File: config.mk
export PLATFORM = sky130hd
export DESIGN_NAME = sof_suspend_monitor
export DESIGN_NICKNAME = d
export VERILOG_FILES = /design/src/rtl/sof_mon_pkg.sv /design/src/rtl/sof_mon_frame_timer.sv /design/src/rtl/sof_mon_miss_counter.sv /design/src/rtl/sof_mon_link_fsm.sv /design/src/rtl/sof_suspend_monitor.sv
export SDC_FILE = /design/constraint.sdc
export NUM_CORES = 1
export LEC_CHECK = 0
export BUFFER_PORTS_ARGS = -buffer_cell sky130_fd_sc_hd__buf_2
export CAP_MARGIN = 20
export CORE_MARGIN = 1
export CORE_UTILIZATION = 50
export DETAILED_ROUTE_END_ITERATION = 12
export PLACE_DENSITY_LB_ADDON = 0.08
export SETUP_SLACK_MARGIN = 0.02
export SYNTH_ARGS = -nofsm -noshare
export SYNTH_HDL_FRONTEND = slang
export SYNTH_HIERARCHICAL = 1
export SYNTH_SLANG_ARGS = --single-unit
File: constraint.sdc
create_clock -name clk_i -period 4.92 [get_ports clk_i]
set_clock_uncertainty 0.05 [all_clocks]
set_input_delay 0.984 -clock clk_i [delete_from_list [all_inputs] [get_ports clk_i]]
set_output_delay 0.984 -clock clk_i [all_outputs]
set_load 0.005 [all_outputs]
File: src/rtl/sof_mon_pkg.sv
package sof_mon_pkg;
  typedef enum logic {
    LINK_AWAKE     = 1'b0,
    LINK_SUSPENDED = 1'b1
  } link_state_e;
endpackage

File: src/rtl/sof_mon_frame_timer.sv
module sof_mon_frame_timer #(
  parameter int unsigned TICK_CYCLES = 48000
) (
  input  logic clk_i,
  input  logic rst_ni,
  input  logic restart_i,
  output logic expire_o
);
  localparam int unsigned CNT_W = (TICK_CYCLES > 1) ? $clog2(TICK_CYCLES) : 1;
  localparam logic [CNT_W-1:0] LAST = CNT_W'(TICK_CYCLES - 1);

  logic [CNT_W-1:0] cnt_q;
  logic             at_last;

  assign at_last  = (cnt_q == LAST);
  // a restart in the terminal cycle suppresses that tick
  assign expire_o = at_last && !restart_i;

  always_ff @(posedge clk_i or negedge rst_ni) begin
    if (!rst_ni) begin
      cnt_q <= '0;
    end else if (restart_i || at_last) begin
      cnt_q <= '0;
    end else begin
      cnt_q <= cnt_q + 1'b1;
    end
  end
endmodule

File: src/rtl/sof_mon_miss_counter.sv
module sof_mon_miss_counter #(
  parameter int unsigned MISS_LIMIT = 3
) (
  input  logic clk_i,
  input  logic rst_ni,
  input  logic clear_i,
  input  logic miss_i,
  output logic limit_hit_o
);
  localparam int unsigned MW = $clog2(MISS_LIMIT + 1);
  localparam logic [MW-1:0] LIMIT   = MW'(MISS_LIMIT);
  localparam logic [MW-1:0] PRE_LIM = MW'(MISS_LIMIT - 1);

  logic [MW-1:0] cnt_q;

  assign limit_hit_o = miss_i && !clear_i && (cnt_q == PRE_LIM);

  always_ff @(posedge clk_i or negedge rst_ni) begin
    if (!rst_ni) begin
      cnt_q <= '0;
    end else if (clear_i) begin
      cnt_q <= '0;
    end else if (miss_i && (cnt_q != LIMIT)) begin
      cnt_q <= cnt_q + 1'b1;  // saturates at the limit
    end
  end
endmodule

File: src/rtl/sof_mon_link_fsm.sv
module sof_mon_link_fsm
  import sof_mon_pkg::*;
(
  input  logic        clk_i,
  input  logic        rst_ni,
  input  logic        force_awake_i,
  input  logic        wake_i,
  input  logic        limit_hit_i,
  output link_state_e state_o,
  output logic        suspend_o,
  output logic        resume_o
);
  link_state_e state_q, state_d;
  logic        susp_d, res_d;

  always_comb begin
    state_d = state_q;
    susp_d  = 1'b0;
    res_d   = 1'b0;
    if (force_awake_i) begin
      state_d = LINK_AWAKE;
    end else if (state_q == LINK_SUSPENDED) begin
      if (wake_i) begin
        state_d = LINK_AWAKE;
        res_d   = 1'b1;
      end
    end else if (limit_hit_i) begin
      state_d = LINK_SUSPENDED;
      susp_d  = 1'b1;
    end
  end

  always_ff @(posedge clk_i or negedge rst_ni) begin
    if (!rst_ni) begin
      state_q   <= LINK_AWAKE;
      suspend_o <= 1'b0;
      resume_o  <= 1'b0;
    end else begin
      state_q   <= state_d;
      suspend_o <= susp_d;
      resume_o  <= res_d;
    end
  end

  assign state_o = state_q;
endmodule

File: src/rtl/sof_suspend_monitor.sv
module sof_suspend_monitor
  import sof_mon_pkg::*;
#(
  parameter int unsigned TICK_CYCLES = 48000,
  parameter int unsigned MISS_LIMIT  = 3
) (
  input  logic clk_i,
  input  logic rst_ni,
  input  logic sof_i,
  input  logic resume_i,
  input  logic bus_reset_i,
  output logic sof_seen_o,
  output logic psof_o,
  output logic suspend_o,
  output logic resume_o,
  output logic bus_suspended_o
);
  link_state_e state;
  logic        suspended, restart, expire, limit_hit;

  assign suspended = (state == LINK_SUSPENDED);
  // resume only counts as activity while suspended
  assign restart   = sof_i || bus_reset_i || (resume_i && suspended);

  sof_mon_frame_timer #(.TICK_CYCLES(TICK_CYCLES)) i_timer (
    .clk_i    (clk_i),
    .rst_ni   (rst_ni),
    .restart_i(restart),
    .expire_o (expire)
  );

  sof_mon_miss_counter #(.MISS_LIMIT(MISS_LIMIT)) i_miss (
    .clk_i      (clk_i),
    .rst_ni     (rst_ni),
    .clear_i    (restart),
    .miss_i     (expire),
    .limit_hit_o(limit_hit)
  );

  sof_mon_link_fsm i_fsm (
    .clk_i        (clk_i),
    .rst_ni       (rst_ni),
    .force_awake_i(bus_reset_i),
    .wake_i       (sof_i || resume_i),
    .limit_hit_i  (limit_hit),
    .state_o      (state),
    .suspend_o    (suspend_o),
    .resume_o     (resume_o)
  );

  always_ff @(posedge clk_i or negedge rst_ni) begin
    if (!rst_ni) begin
      sof_seen_o <= 1'b0;
      psof_o     <= 1'b0;
    end else begin
      sof_seen_o <= sof_i;
      psof_o     <= expire;
    end
  end

  assign bus_suspended_o = suspended;
endmodule

==> summary.md <==
| Metric | Value |
|---|---|
| Util after Layout | `0.563` |
| Max Freq | `469 MHz` |
| Fill count | `approximately 210` |
| Critical path arrival | `2290 ps` |
| Mapped Nets | `116` |
| DRT antenna net count | `0` |
| Post-synth top area cell | `dfrtp_1` |
| MaxCap Viol Count | `0` |
| Final worst path period share | `0.433` |
| Final setup violation count | `0` |
| Layout area overhead | `6.75%` |
| Antenna violations before repair | `0` |
| Reg power frac | `0.657` |
| Outcome | `finished, final reports clean` |
| CTS root buf | `clkbuf_4` |
| Die Y | `50.3 um` |
| Number of buffers and inverters on the critical path | `0` |
| Sw frac | `0.226` |
| Ys Warns | `6` |
| Total Wirelength | `1800 um` |
| Via density | `roughly 5.1` |
| Cell family contributing the most delay on the critical path | `simple AND/OR/NAND/NOR gates` |
| Worst path depth | `6` |
| Setup_tns | `0 ps` |
| Worst-case clock buffer depth | `2` |
| Synthesized area | `approximately 1200 um2` |
| CTS Hold Buffers Added | `0` |
| CTS resizes | `0` |
| Vias in the first global route | `736` |
| Share of layout cells above drive strength 1 | `0.244` |
| Post-synthesis cell type count | `29` |
| Largest net degree at the start of global routing | `24` |
| Routability Congestion | `0.765` |
| Async SR Flop Fraction | `1.00` |
| Max incr delay on CP | `~420 ps` |
| Vias | `755` |
| Worst reg2reg path depth | `6` |
| Pint | `0.000225 W` |
| RSZ-0062 raised after global routing | `no` |
| Post-synth EDFFs | `0` |
| Final Hold Fails | `0` |
| All-Layer GR Usage | `0.175` |
| Worst vdd ir | `about 0.00017 V` |
| Core area | `about 2200 um2` |
| Post-synth top area share | `0.493` |
| Worst-path cell chain | `ha_1, nand4b_1, nor4_2, nor2b_1, nor2b_1, mux2_2` |
| Comb power frac | `0.042` |
| Pleak | `0.523 nW` |
| Top-count cell post-synth | `dfrtp_1` |
| Tmin final | `2130 ps` |
| Clock power frac | `0.301` |
| Final WS setup | `about 2800 ps` |
| Number of remaining DRC errors | `0` |
| Mapped Cells | `108` |
| DRT Pass-1 Iters | `4` |
| FF+latch count, synth | `23` |
| First-pass GRT wire length | `3250 um` |
| H-tree depth | `1` |
| Clk sink count | `23` |
| Post-CTS Setup Bufs | `0` |
| Slew @ Worst Pin | `690 ps` |
| Num CTS Buffers | `3` |
| Seq/Total Area, Yosys | `0.493` |
| Worst slack, placed | `2500 ps` |
| Crit end category | `flip-flop` |
| Most frequent cells after synthesis | `dfrtp_1 (23), nor2_1 (12), nor2_2 (10)` |
| TritonCTS clock tree | `built` |
| Num ports | `10` |
| Worst Path Required | `5080 ps` |
| Worst path slowest cell | `dfrtp_1` |
| Hold Slack | `453 ps` |
| Top cells by area, synth | `dfrtp_1 (49%), xnor2_1 (6.8%), nor2_2 (5.4%)` |
| Kind of critical path | `flip-flop to flip-flop` |
| Hold-critical path depth | `1` |
| Primary FF master, synth | `dfrtp_1` |
| Hold Path Class | `flip-flop to flip-flop` |
| Latest clock arrival within the worst-skew pair | `between 300 and 400 ps` |
| Wirelength per Cell | `12.3 um` |
| Initial core utilization | `0.528` |
| Slack of the worst reg-to-reg path | `2790 ps` |
| Final nets | `128` |
| DP Wirelength | `1280 um` |
| CP Max Fanout | `5` |
| Die width | `50.3 um` |
| Final Max Slew Viols | `0` |
| Grt total ovfl | `0` |
| Drt initial violations | `12` |
| Avg Synthesized Cell Area | `10.8 um2` |
| Critical path startpoint category | `flip-flop` |
| Antenna Cells | `0` |
| # rows | `17` |
| Slew HR | `0.540` |
| Most Frequent Cell on Critical Path | `nor2b_1` |
| Worst-path clk slew | `120 ps` |
| Total die area | `2530 um2` |
| Sw Pwr | `0.0000657 W` |
| Power per cell area | `roughly 230 nW/um2` |
| Port bufs | `9` |
cell usage in the layout, fill, tap and decap left out, drive strengths merged:
master   count
and4         1
a211o        1
nand4b       1
and2b        2
nand2b       2
xor2         5
nor4         4
nand2        6
nand3        6
ha           3
dfrtp       23
mux2         2
inv          4
and2         1
nor2b        2
nor3         4
nor2        22
buf          9
xnor2        9
nand4bb      1
nand4        4
or2          2
clkbuf       4
a21oi        1
logic make-up after synthesis:
logic type / share of synthesized area
xor+xnor: 0.105
flops: 0.493
compound gates: 0.0150
simple gates: 0.299
fa+ha+maj: 0.0322
mux: 0.0193
buf+inv: 0.0364
flip-flops by register name (all words and copies together), names as in the netlist:
register	count
i_fsm/resume_o	1
i_fsm/state_o	1
sof_seen_o	1
i_fsm/suspend_o	1
i_miss/cnt_q	2
i_timer/cnt_q	16
psof_o	1
area by class of cell:
cell class                      count  area (um2)  area share
Clock buffer                        4        26.3      0.0211
Inverter                            4        15.0      0.0120
Multi-Input combinational cell     79         549       0.441
Sequential cell                    23         576       0.462
Tap cell                           28        35.0      0.0281
Timing Repair Buffer                9        45.0      0.0361
power by group through the flow:
stage	Combinational [W]	Sequential (W)	Clock, W
2_1_floorplan	0.00000778	0.000195	0
5_1_grt	0.0000140	0.000191	0.0000978
6_report	0.0000123	0.000191	0.0000874
3_5_place_dp	0.0000128	0.000195	0
4_1_cts	0.0000128	0.000191	0.0000911
3_3_place_gp	0.0000126	0.000195	0
path summary, 6_finish.rpt:
check,start,end
setup / recovery,i_timer/cnt_q[0],i_miss/cnt_q[1]
hold / removal,i_timer/cnt_q[0],i_timer/cnt_q[0]
setup reg to reg,i_timer/cnt_q[0],i_miss/cnt_q[1]
hold reg to reg,i_timer/cnt_q[0],i_timer/cnt_q[0]
max in group asynchronous,rst_ni,i_timer/cnt_q[0]
min in group asynchronous,rst_ni,i_miss/cnt_q[0]
metal layers:
metal / vias up / part of all wire / track usage
li1: 383 / - / -
met1: 357 / 0.49 / 0.208
met3: 5 / 0.025 / 0.0364
met2: 10 / 0.46 / 0.300
met4: 0 / 0.020 / 0.0833
met5: - / 0 / 0
through the flow:
stage                     instances  power [W]  cell area [um2]
after floorplan                 108   0.000202             1170
after global placement          143   0.000207             1220
after detailed placement        143   0.000208             1220
after CTS                       147   0.000295             1250
after global routing            147   0.000303             1250
final                           147   0.000291             1250
Power figures use the tool's default switching activity.
